### src/rtl/nvx_pkg.sv
package nvx_pkg;

  typedef enum logic [3:0] {
    S_OFF, S_IDLE, S_HOLD, S_ERASE, S_PROG,
    S_RCLR, S_RLOAD, S_WAITH, S_EXTB
  } nvx_state_e;

  typedef struct packed {
    logic pull;
    logic rd_blk;
    logic wr_blk;
    logic erase;
    logic prog;
    logic rclr;
    logic rload;
  } nvx_out_t;

  // Output levels for each state; hw selects line pull during recall.
  function automatic nvx_out_t nvx_decode(nvx_state_e s, logic hw);
    nvx_out_t o;
    o = '0;
    case (s)
      S_OFF:   begin o.rd_blk = 1'b1; o.wr_blk = 1'b1; end
      S_HOLD:  begin o.pull = 1'b1; o.wr_blk = 1'b1; end
      S_ERASE: begin o.pull = 1'b1; o.rd_blk = 1'b1; o.wr_blk = 1'b1; o.erase = 1'b1; end
      S_PROG:  begin o.pull = 1'b1; o.rd_blk = 1'b1; o.wr_blk = 1'b1; o.prog = 1'b1; end
      S_RCLR:  begin o.pull = hw; o.rd_blk = 1'b1; o.wr_blk = 1'b1; o.rclr = 1'b1; end
      S_RLOAD: begin o.pull = hw; o.rd_blk = 1'b1; o.wr_blk = 1'b1; o.rload = 1'b1; end
      S_WAITH, S_EXTB: begin o.rd_blk = 1'b1; o.wr_blk = 1'b1; end
      default: o = '0;
    endcase
    return o;
  endfunction

endpackage

### src/rtl/nvx_sync2.sv
module nvx_sync2 #(
  parameter int STAGES = 2
) (
  input  logic clk,
  input  logic rst,
  input  logic d,
  output logic q
);
  logic [STAGES-1:0] sh;

  always_ff @(posedge clk) begin
    if (rst) sh <= '1;
    else     sh <= {sh[STAGES-2:0], d};
  end

  assign q = sh[STAGES-1];
endmodule

### src/rtl/nvx_timer.sv
module nvx_timer #(
  parameter int W = 4
) (
  input  logic         clk,
  input  logic         rst,
  input  logic         load,
  input  logic [W-1:0] value,
  output logic         zero
);
  logic [W-1:0] cnt;

  always_ff @(posedge clk) begin
    if (rst)             cnt <= '0;
    else if (load)       cnt <= value;
    else if (cnt != '0)  cnt <= cnt - 1'b1;
  end

  assign zero = (cnt == '0);
endmodule

### src/rtl/nvx_wlatch.sv
module nvx_wlatch (
  input  logic clk,
  input  logic rst,
  input  logic set_req,
  input  logic clr_req,
  output logic dirty
);
  always_ff @(posedge clk) begin
    if (rst)          dirty <= 1'b0;
    else if (clr_req) dirty <= 1'b0;
    else if (set_req) dirty <= 1'b1;
  end
endmodule

### src/rtl/nvxfer_arbiter.sv
module nvxfer_arbiter
  import nvx_pkg::*;
#(
  parameter int T_DELAY  = 3,
  parameter int T_ERASE  = 4,
  parameter int T_PROG   = 5,
  parameter int T_RCLR   = 2,
  parameter int T_RLOAD  = 3,
  parameter int T_HRLOAD = 6
) (
  input  logic clk,
  input  logic rst,
  input  logic vgood,
  input  logic wr_strobe,
  input  logic sw_store,
  input  logic sw_recall,
  input  logic auto_store,
  input  logic line_in,
  output logic line_pull,
  output logic rd_block,
  output logic wr_block,
  output logic store_erase,
  output logic store_prog,
  output logic recall_clear,
  output logic recall_load
);
  localparam int M1 = (T_DELAY > T_ERASE) ? T_DELAY : T_ERASE;
  localparam int M2 = (T_PROG > T_RCLR) ? T_PROG : T_RCLR;
  localparam int M3 = (T_RLOAD > T_HRLOAD) ? T_RLOAD : T_HRLOAD;
  localparam int M12 = (M1 > M2) ? M1 : M2;
  localparam int TMAX = (M12 > M3) ? M12 : M3;
  localparam int CW = (TMAX < 2) ? 1 : $clog2(TMAX);

  nvx_state_e state_q, state_d;
  logic       hw_q, hw_d;
  logic       line_s, dirty, tmr_zero, tmr_ld, done;
  logic [CW-1:0] tmr_val;
  nvx_out_t   o_q;

  nvx_sync2 #(.STAGES(2)) u_sync (
    .clk(clk), .rst(rst), .d(line_in), .q(line_s)
  );

  nvx_timer #(.W(CW)) u_tmr (
    .clk(clk), .rst(rst), .load(tmr_ld), .value(tmr_val), .zero(tmr_zero)
  );

  nvx_wlatch u_wl (
    .clk(clk), .rst(rst),
    .set_req(wr_strobe && !o_q.wr_blk),
    .clr_req(done),
    .dirty(dirty)
  );

  always_comb begin
    state_d = state_q;
    hw_d    = hw_q;
    tmr_ld  = 1'b0;
    tmr_val = '0;
    done    = 1'b0;
    case (state_q)
      S_OFF: begin
        state_d = S_RCLR; hw_d = 1'b1;
        tmr_ld = 1'b1; tmr_val = CW'(T_RCLR - 1);
      end
      S_IDLE: begin
        if (!line_s) begin
          if (dirty) begin
            state_d = S_HOLD; tmr_ld = 1'b1; tmr_val = CW'(T_DELAY - 1);
          end else begin
            state_d = S_EXTB;
          end
        end else if (sw_store || (auto_store && dirty)) begin
          state_d = S_ERASE; tmr_ld = 1'b1; tmr_val = CW'(T_ERASE - 1);
        end else if (sw_recall) begin
          state_d = S_RCLR; hw_d = 1'b0;
          tmr_ld = 1'b1; tmr_val = CW'(T_RCLR - 1);
        end
      end
      S_HOLD: if (tmr_zero) begin
        state_d = S_ERASE; tmr_ld = 1'b1; tmr_val = CW'(T_ERASE - 1);
      end
      S_ERASE: if (tmr_zero) begin
        state_d = S_PROG; tmr_ld = 1'b1; tmr_val = CW'(T_PROG - 1);
      end
      S_PROG: if (tmr_zero) begin
        state_d = S_WAITH; done = 1'b1;
      end
      S_RCLR: if (tmr_zero) begin
        state_d = S_RLOAD; tmr_ld = 1'b1;
        tmr_val = hw_q ? CW'(T_HRLOAD - 1) : CW'(T_RLOAD - 1);
      end
      S_RLOAD: if (tmr_zero) begin
        state_d = hw_q ? S_WAITH : S_IDLE; done = 1'b1;
      end
      S_WAITH, S_EXTB: if (line_s) state_d = S_IDLE;
      default: state_d = S_OFF;
    endcase
    if (!vgood) begin
      state_d = S_OFF; tmr_ld = 1'b0; done = 1'b0;
    end
  end

  always_ff @(posedge clk) begin
    if (rst) begin
      state_q <= S_OFF;
      hw_q    <= 1'b1;
      o_q     <= nvx_decode(S_OFF, 1'b1);
    end else begin
      state_q <= state_d;
      hw_q    <= hw_d;
      o_q     <= nvx_decode(state_d, hw_d);
    end
  end

  assign line_pull    = o_q.pull;
  assign rd_block     = o_q.rd_blk;
  assign wr_block     = o_q.wr_blk;
  assign store_erase  = o_q.erase;
  assign store_prog   = o_q.prog;
  assign recall_clear = o_q.rclr;
  assign recall_load  = o_q.rload;
endmodule

### config.mk
export PLATFORM = sky130hd
export DESIGN_NAME = nvxfer_arbiter
export DESIGN_NICKNAME = d
export VERILOG_FILES = /design/src/rtl/nvx_pkg.sv /design/src/rtl/nvx_sync2.sv /design/src/rtl/nvx_timer.sv /design/src/rtl/nvx_wlatch.sv /design/src/rtl/nvxfer_arbiter.sv
export SDC_FILE = /design/constraint.sdc
export NUM_CORES = 1
export LEC_CHECK = 0
export BUFFER_PORTS_ARGS = -buffer_cell sky130_fd_sc_hd__buf_2
export CAP_MARGIN = 20
export CORE_ASPECT_RATIO = 1.2
export CORE_UTILIZATION = 47
export CTS_CLUSTER_SIZE = 24
export DETAILED_ROUTE_END_ITERATION = 16
export HOLD_SLACK_MARGIN = 0.02
export PLACE_DENSITY = 0.67
export SLEW_MARGIN = 20
export SYNTH_ARGS = -nofsm -noshare
export SYNTH_HDL_FRONTEND = slang
export SYNTH_HIERARCHICAL = 1
export SYNTH_SLANG_ARGS = --single-unit
### constraint.sdc
create_clock -name clk -period 3.8 [get_ports clk]
set_input_delay 0 -clock clk [delete_from_list [all_inputs] [get_ports clk]]
set_output_delay 0 -clock clk [all_outputs]
set_load 0.02 [all_outputs]
After elaboration in Yosys (flattened, before gate mapping). Index checks and enable logic that the tools add are counted.

Mux-type cells: 44. $add $sub $neg: 1. Reductions and logical operators: 17. Equality and inequality tests: 15.

Operators with widths (number): $mux 4 (11); $eq 4x3->1 const B (8); $pmux 4 s8 (1); $mux 3 (7); $mux 1 (18); $eq 4x2->1 const B (4); $pmux 3 s5 (1); $eq 4x4->1 const B (2); $logic_not 4->1 (2); $reduce_or 2->1 (4); $reduce_or 8->1 (1); $reduce_or 7->1 (1); $mux 2 (3); $reduce_or 3->1 (2); $eq 4x1->1 const B (1); $pmux 1 s2 (2); $logic_not 3->1 (1); $pmux 1 s3 (1); $reduce_bool 3->1 (1); $sub 3x1->3 const B (1); $logic_and 1x1->1 (2); $reduce_bool 2->1 (1); $logic_not 1->1 (1); $logic_or 1x1->1 (1).

Word-level logic and storage cells: 89. Input bits: 8. Flip-flop bits (word level): 18. Output and inout port bits: 7.

Depth between registers and ports, before layout. Gate-level depths: netlist of run 1.

Depth after elaboration: 9. Mapped depth: 11. Depth with buffers taken out: 10.

By module. The synthesis of run 1 kept the hierarchy.

Modules (own cells, without submodules): nvxfer_arbiter (instances 1, cells each 106, area an instance 824.5 sq um, sequential area each 240.2 sq um); nvx_timer (instances 1, cells each 22, area an instance 206.4 sq um, sequential area each 60.1 sq um); nvx_sync2 (instances 1, cells each 4, area an instance 52.6 sq um, sequential area each 40.0 sq um); nvx_wlatch (instances 1, cells each 3, area an instance 33.8 sq um, sequential area each 20.0 sq um).

Worst setup path after synthesis of run 1. OpenSTA, ideal clock, no wires.

Kind: reg-to-reg. Start point: register u_tmr.cnt[0]. End point: register o_q (netlist bit rd_block). Required time: 3.678 ns. Cell stages (with the launch flop): 11. Library setup time: 0.122 ns. Period minus slack after synthesis: 2.246 ns. Buffers on the path: 1. Data arrival time: 2.125 ns. Slack: 1.554 ns. Path through: dfxtp_1 > inv_1 > ha_1 > nand2b_1 > inv_1 > clkbuf_1 > o211a_1 > nor4_1 > o311ai_2 > or2_0 > a221o_1.

Longest elaborated chain between the ends: 7. Elaborated cells on any way between the ends: 17. Classes of those cells: eq/ne (6); mux (8); reduce/logical (3).

RTL lines: start: declaration (RTL line nvx_timer.sv:10) `logic [W-1:0] cnt;`; start signal: assignment (RTL line nvx_timer.sv:14) `else if (load) cnt <= value;`; start signal: assignment (RTL line nvx_timer.sv:15) `else if (cnt != '0) cnt <= cnt - 1'b1;`; $logic_not 3->1 * (RTL line nvx_timer.sv:18) `assign zero = (cnt == '0);`; named net tmr_zero (RTL line nvxfer_arbiter.sv:36) `logic line_s, dirty, tmr_zero, tmr_ld, done;`; $mux 4, on equally long branches; $pmux 4 s8 * (RTL line nvxfer_arbiter.sv:61) `case (state_q)`; $mux 4 * (RTL line nvxfer_arbiter.sv:99) `if (!vgood) begin`; $eq 4x3->1, or another cell as far along (RTL line nvx_pkg.sv:22) `case (s)`; $reduce_or 7->1 (no line) *; $mux 1 * (RTL line nvx_pkg.sv:22); end signal: assignment (RTL line nvxfer_arbiter.sv:108) `o_q <= nvx_decode(S_OFF, 1'b1);`; end signal: assignment (RTL line nvxfer_arbiter.sv:112) `o_q <= nvx_decode(state_d, hw_d);`; end: declaration (RTL line nvxfer_arbiter.sv:38) `nvx_out_t o_q;`.

The timed path passes the listed nets; every way through them passes the cells marked *. A chain may end at the register's enable or synchronous reset.

Worst setup path after layout of run 1. Same ends and word-level chain as after synthesis.

==> load_flow_metrics.sql, run 1 <==
INSERT INTO impl_metrics (metric_group, metric, value, unit) VALUES
('power_and_ir_drop', 'power_density', '442.3', 'nW/um^2'),
('cts', 'clk_pin_slew_worst_paths', '110', 'ps'),
('final_layout', 'antennaDiodeCount', '0', ''),
('sta', 'worst_pin_slew', '527.0', 'ps'),
('synth', 'synth-edff-count', '0', ''),
('floorplanning', 'effective_utilization_at_floorplan', '49.47', '%'),
('final_layout', 'layout_common_cells', 'dfxtp_1 (18), buf_2 (14), nor2_1 (12)', ''),
('synth', 'postSynthRegisterBits', '18', ''),
('synth', 'syn-num-nets', '145', ''),
('detailed_routing', 'routedWlPerCell', '13.60', 'microns'),
('detailed_routing', 'initialDrtViolationCount', '23', ''),
('sta', 'final-hold-violation-count', '0', ''),
('floorplanning', 'die_width', '46.51', 'microns'),
('final_layout', 'final_layout_size_suffix_gt1_share', '17.12', '%'),
('detailed_routing', 'totalWireLength', '2.408', 'mm'),
('synth', 'synth_compound_gate_area_share', '22.40', '%'),
('detailed_routing', 'drt.antenna.violating_nets', '0', ''),
('min_path', 'holdCritPathClass', 'in2reg', ''),
('power_and_ir_drop', 'static-leakage-power', '0.5057', 'nW'),
('place', 'place.gp.congestion', '0.7924', ''),
('worst_setup_path', 'critical_path_required', '3990', 'ps'),
('final_layout', 'syn_to_final_growth', '10.30', '%'),
('worst_setup_path', 'critPathArrivalTime', '2700', 'ps'),
('grt', 'grt_residual_overflow', '0', ''),
('synth', 'ys_seq_area_share', '32.25', '%'),
('synth', 'post_synth_mux_area_share', '0', '%'),
('synth', 'dominantRegCellSynth', 'dfxtp_1', ''),
('final_layout', 'fin_area', '1232', 'sq um'),
('final_layout', 'n_fill_cell', '222', ''),
('grt', 'grt_use_total', '20.76', '%'),
('detailed_routing', 'via_total_after_detailed_routing', '1017', ''),
('final_layout', 'final_cell_count_no_fill', '177', ''),
('cts', 'clk_root_buffer_cell', 'clkbuf_4', ''),
('sta', 'layout_worst_path_cycle_share', '66.08', '%'),
('final_layout', 'num-nets-final', '157', ''),
('sta', 'final_setup_fails', '0', ''),
('synth', 'post_synth_main_area_contributors', 'dfxtp_1 (32%), nand2b_1 (4.5%), nor2b_1 (4.5%)', ''),
('outcome', 'outcome', 'complete, no violations', ''),
('cts', 'clock_sinks', '18', ''),
('sta', 'final_slew_violations', '0', ''),
('synth', 'syn_area', '1117', 'sq um'),
('cts', 'clock_latency', '300', 'ps'),
('sta', 'clock_skew', '5.786', 'ps'),
('synth', 'synth-adder-area-share', '3.135', '%'),
('detailed_routing', 'highest-signal-layer', 'met4', ''),
('sta', 'layout_min_cycle_time', '2511', 'ps'),
('detailed_routing', 'viasPerCell', '5.746', ''),
('synth', 'yosysTopAreaCellShare', '32.25', '%'),
('grt', 'grt_pass1_wl', '3.891', 'mm'),
('worst_setup_path', 'endpoint_kind', 'flip-flop', ''),
('floorplanning', 'core_region_area', '2258', 'sq um'),
('synth', 'warnings_from_yosys', '6', ''),
('synth', 'xor_and_xnor_fraction_of_the_mapped_netlist_area', '0', '%'),
('detailed_routing', 'dr_wl_met2', '1.260', 'mm'),
('cts', 'tritoncts_clock_tree', 'done', ''),
('cts', 'ctsHtreeMaxLevel', '1', ''),
('sta', 'maxClockFrequency', '398.3', 'MHz'),
('place', 'placed_cells', '172', ''),
('sta', 'tns', '0', 'ps'),
('power_and_ir_drop', 'post-layout-total-power', '0.0005451', 'W'),
('cts', 'tritoncts.num_buffers', '3', ''),
('worst_setup_path', 'critPathMaxFanout', '10', ''),
('grt', 'antenna_found_initial', '0', ''),
('grt', 'grt_start_max_net_pins', '19', ''),
('worst_setup_path', 'path_class', 'reg2reg', ''),
('detailed_routing', 'm1WireLength', '981', 'microns'),
('synth', 'synth-simple-area-share', '35.61', '%'),
('synth', 'main_combinational_cell_family_by_area_after_synthesis', 'simple AND/OR/NAND/NOR gates', ''),
('final_layout', 'mostFrequentLayoutCell', 'dfxtp_1', ''),
('grt', 'first_global_vias', '880', ''),
('worst_setup_path', 'timing.critical_path.from_type', 'flip-flop', '');
==> synthesized netlist by cell type (all sizes together), types with 2 or more instances <==
cell type  number
nor2b           8
inv             9
nand2           7
a21boi          2
o21bai          2
ha              2
o21ai           4
nor2           12
or3             2
nor3            7
a21oi           6
nor4b           3
a31oi           2
clkbuf          5
and4b           2
buf             3
or2             5
or4b            2
dfxtp          18
a2111oi         3
o31ai           2
a211oi          3
nand2b          8
nor3b           3
==> path summary, 6_finish.rpt <==
kind | startpoint | to | slack [ps] | cells after the start
max | u_tmr/cnt[0]$_SDFFE_PP0P_ | rd_block$_SDFF_PP1_ | 1290 | 9
max reg2reg | u_tmr/cnt[0]$_SDFFE_PP0P_ | rd_block$_SDFF_PP1_ | 1290 | 9
min reg2reg | u_sync/sh[0]$_SDFF_PP1_ | u_sync/sh[1]$_SDFF_PP1_ | 410 | 1
min | rst | state_q[1]$_SDFF_PP0_ | 30 | 2
==> layer usage <==
layer / vias up / track usage (%)
met2: 35 / 34.13
met5: - / 0
met4: 0 / 9.664
met1: 470 / 24.59
li1: 503 / -
met3: 9 / 3.922
==> worst max-delay path: stages (launching register included) <==
cell and delay [ps]:
dfxtp_1 370, inv_1 70, ha_1 240, nand2b_1 130, inv_1 170, o211a_1 260, nor4_1 400, o311ai_2 180
or2_0 270, a221o_1 310
==> report_power, final <==
group	internal, W	switching (W)
Clock	0.0000584	0.0000603
Sequential	0.000209	0.0000237
Combinational	0.0000814	0.000112
Total	0.000349	0.000196
==> kinds of logic (layout without fill, tap and decap cells) <==
kind of cell	after synthesis	count (layout)
AO/OA/AOI/OAI	31	31
adder cells (fa/ha/maj)	3	3
buffers and inverters	17	28
flip-flops	18	18
AND/OR/NAND/NOR	66	66
==> registers in the layout, indices dropped and copies added (netlist names) <==
| signal | flops |
|---|---|
| u_tmr/cnt | 3 |
| recall_load | 1 |
| u_wl/dirty | 1 |
| hw_q | 1 |
| store_erase | 1 |
| state_q | 4 |
| wr_block | 1 |
| u_sync/sh | 2 |
| line_pull | 1 |
| recall_clear | 1 |
| rd_block | 1 |
| store_prog | 1 |
==> what timing repair did <==
| action | 4_1_cts | 5_1_grt |
|---|---|---|
| hold buffers | 1 | 0 |
| endpoints found under the hold margin | 1 | 0 |
| setup endpoints to repair | 0 | 0 |
| buffers inserted | 0 | 0 |
==> through the flow <==
stage          hold WS, ps  setup WS (ps)
2_1_floorplan        67.86           1554
3_3_place_gp         179.9           1405
3_5_place_dp         187.7           1313
4_1_cts              33.12           1301
5_1_grt              26.01           1147
6_report             33.00           1289
==> cell type report <==
class	instances	area [sq um]	area share, %
multi-input combinational	100	683.2	55.43
sequential	18	360.3	29.24
timing repair buffer	15	80.08	6.497
tap	31	38.79	3.147
clock buffer	4	36.28	2.944
inverter	9	33.78	2.741
Power figures use the tool's default switching activity.
==> inputs of run 2 (changes only) <==
--- a/config.mk
+++ b/config.mk
@@ -12,7 +12,7 @@
 export CTS_CLUSTER_SIZE = 24
 export DETAILED_ROUTE_END_ITERATION = 16
 export HOLD_SLACK_MARGIN = 0.02
-export PLACE_DENSITY = 0.67
+export PLACE_DENSITY = 0.7
 export SLEW_MARGIN = 20
 export SYNTH_ARGS = -nofsm -noshare
 export SYNTH_HDL_FRONTEND = slang
==> constraint.sdc (replaced) <==
create_clock -name clk -period 2.3 [get_ports clk]
set_input_delay 0 -clock clk [delete_from_list [all_inputs] [get_ports clk]]
set_output_delay 0 -clock clk [all_outputs]
set_load 0.02 [all_outputs]
==> load_flow_metrics.sql, run 2 (synthesized netlist as in run 1, its figures left out) <==
INSERT INTO impl_metrics (metric_group, metric, value, unit) VALUES
('outcome', 'outcome', 'complete, no violations', ''),
('grt', 'first_global_vias', '939', ''),
('sta', 'setup_ws', '117.5', 'ps'),
('place', 'post_dp_cell_area', '1246', 'sq um'),
('sta', 'grt_setup_unrepaired', 'true', ''),
('final_layout', 'num-nets-final', '165', ''),
('floorplanning', 'placement_rows', '19', ''),
('detailed_routing', 'remaining_drc_errors', '0', ''),
('final_layout', 'multiInputGateArea', '715.7', 'sq um'),
('floorplanning', 'die_width', '46.51', 'microns'),
('worst_setup_path', 'critPathArrivalTime', '2370', 'ps'),
('detailed_routing', 'via_total_after_detailed_routing', '1051', ''),
('sta', 'final_setup_fails', '0', ''),
('final_layout', 'layout_common_cells', 'dfxtp_1 (18), buf_2 (14), nor2_1 (12)', ''),
('place', 'io_buffers', '14', ''),
('sta', 'maxClockFrequency', '458.2', 'MHz'),
('floorplanning', 'core_region_area', '2258', 'sq um'),
('cts', 'clock_latency', '290', 'ps'),
('floorplanning', 'num_io_pins', '15', ''),
('grt', 'antenna_found_initial', '0', ''),
('cts', 'clock_path_buffers', '2', ''),
('floorplanning', 'die_area', '2577', 'sq um'),
('detailed_routing', 'initialDrtViolationCount', '19', ''),
('sta', 'final_slew_violations', '0', ''),
('worst_setup_path', 'ff2ff_setup_slack', '120', 'ps'),
('final_layout', 'final_layout_size_suffix_gt1_share', '25.32', '%'),
('cts', 'ctsHtreeMaxLevel', '1', ''),
('detailed_routing', 'viasPerCell', '5.681', ''),
('power_and_ir_drop', 'peakVddDrop', '0.5517', 'mV'),
('worst_setup_path', 'worstReg2RegStart', 'u_tmr/cnt[0]$_SDFFE_PP0P_', ''),
('worst_setup_path', 'worst_setup_path_startpoint', 'u_tmr/cnt[0]$_SDFFE_PP0P_', ''),
('detailed_routing', 'totalWireLength', '2.438', 'mm'),
('sta', 'layout_worst_path_cycle_share', '94.89', '%'),
('final_layout', 'antennaDiodeCount', '0', ''),
('sta', 'clock_skew', '6.041', 'ps'),
('cts', 'cts.repair_timing.setup_buffer_count', '0', ''),
('cts', 'clock_sinks', '18', ''),
('sta', 'worst_pin_slew', '425.5', 'ps'),
('final_layout', 'largest_register_by_flop_count', 'state_q', ''),
('final_layout', 'biggest_registers_after_layout', 'state_q x4, u_tmr/cnt x3, u_sync/sh x2', ''),
('grt', 'grt_use_total', '20.10', '%'),
('power_and_ir_drop', 'static-leakage-power', '0.5519', 'nW'),
('sta', 'layout_min_cycle_time', '2183', 'ps'),
('grt', 'grt_pass1_wl', '3.884', 'mm'),
('worst_setup_path', 'critical_path_required', '2490', 'ps'),
('cts', 'tritoncts_clock_tree', 'done', ''),
('cts', 'clk_root_buffer_cell', 'clkbuf_4', ''),
('detailed_routing', 'drt.antenna.violating_nets', '0', ''),
('worst_setup_path', 'path_class', 'reg2reg', ''),
('min_path', 'holdCritPathClass', 'in2reg', ''),
('grt', 'grt_residual_overflow', '0', ''),
('final_layout', 'syn_to_final_growth', '18.59', '%'),
('worst_setup_path', 'critPathMaxFanout', '4', ''),
('place', 'place_ws', '40.00', 'ps'),
('final_layout', 'fin_area', '1325', 'sq um'),
('worst_setup_path', 'endpoint_kind', 'flip-flop', ''),
('final_layout', 'mostFrequentLayoutCell', 'dfxtp_1', ''),
('place', 'place.gp.congestion', '0.8470', ''),
('worst_setup_path', 'timing.critical_path.from_type', 'flip-flop', ''),
('final_layout', 'n_fill_cell', '200', ''),
('sta', 'maxSlewHeadroom', '71.63', '%'),
('floorplanning', 'die_y', '55.41', 'microns'),
('floorplanning', 'effective_utilization_at_floorplan', '49.47', '%'),
('final_layout', 'ff_latch_area', '360.3', 'sq um'),
('worst_setup_path', 'worstRegToRegCells', '9', ''),
('cts', 'tritoncts.num_buffers', '3', ''),
('final_layout', 'largest_reg_flops', '4', ''),
('cts', 'clk_pin_slew_worst_paths', '100', 'ps'),
('sta', 'final-hold-violation-count', '0', ''),
('detailed_routing', 'detailedRoute.firstPassIterationCount', '4', ''),
('detailed_routing', 'routedWlPerCell', '13.18', 'microns'),
('worst_setup_path', 'reg2reg_to', 'rd_block$_SDFF_PP1_', ''),
('power_and_ir_drop', 'power_density', '701.2', 'nW/um^2'),
('worst_setup_path', 'cp-endpoint', 'rd_block$_SDFF_PP1_', ''),
('job', 'cap_viol_max_count', '0', ''),
('grt', 'grt_start_max_net_pins', '18', ''),
('sta', 'tns', '0', 'ps'),
('place', 'dpl.hpwl', '1.863', 'mm');
-- run 2: critical path: stages (launching register included) --
cell,delay [ps]
dfxtp_1,360
inv_1,70
ha_1,230
nand2b_1,110
inv_1,90
o211a_1,240
nor4_2,310
o311ai_2,120
or2_0,260
a221o_1,300
-- run 2: metrics by stage --
stage	utilization, %	power [W]	hold WS [ps]	cells
after floorplan	-	0.0006357	67.86	135
after global placement	55.18	0.0007142	183.1	180
after detailed placement	55.18	0.0007324	184.2	180
after CTS	57.23	0.0009228	38.62	185
after global routing	58.67	0.0009964	52.96	185
final	58.67	0.0009292	48.94	185
-- run 2: layout make-up --
type	count	share of cell area [%]
clock buffer	4	2.738
inverter	9	2.550
multi-input combinational	100	54.01
sequential	18	27.20
tap	31	2.927
timing repair buffer	23	10.58
-- run 2: worst min-delay path by stage --
stage / startpoint / to / slack [ps] / cells past startpoint
final: rst / state_q[1]$_SDFF_PP0_ / 50 / 2
after detailed placement: line_in / u_sync/sh[0]$_SDFF_PP1_ / 180 / 2
after floorplan: rst / u_tmr/cnt[2]$_SDFFE_PP0P_ / 70 / 1
after global routing: rst / state_q[0]$_SDFF_PP0_ / 50 / 2
after CTS: rst / state_q[1]$_SDFF_PP0_ / 40 / 2
after global placement: line_in / u_sync/sh[0]$_SDFF_PP1_ / 180 / 2
-- run 2: where the power goes --
part           switching (W)  internal, W
combinational       0.000211     0.000166
clock              0.0000897    0.0000964
sequential         0.0000197     0.000346
-- run 2: timing repair --
action / CTS / global route
hold buffers: 1 / 0
endpoints found under the setup margin: 0 / 5
hold endpoints to repair: 1 / 0
resized for setup: 0 / 8
-- run 2: metal layers --
metal	part of all wire [%]	GRT usage (%)	vias up	routed length [microns]
met5	0	0	-	0
met4	2.2	6.723	0	53
met3	3.4	5.556	6	83
met2	51	31.94	24	1234
met1	44	25.15	500	1066
li1	-	-	521	-
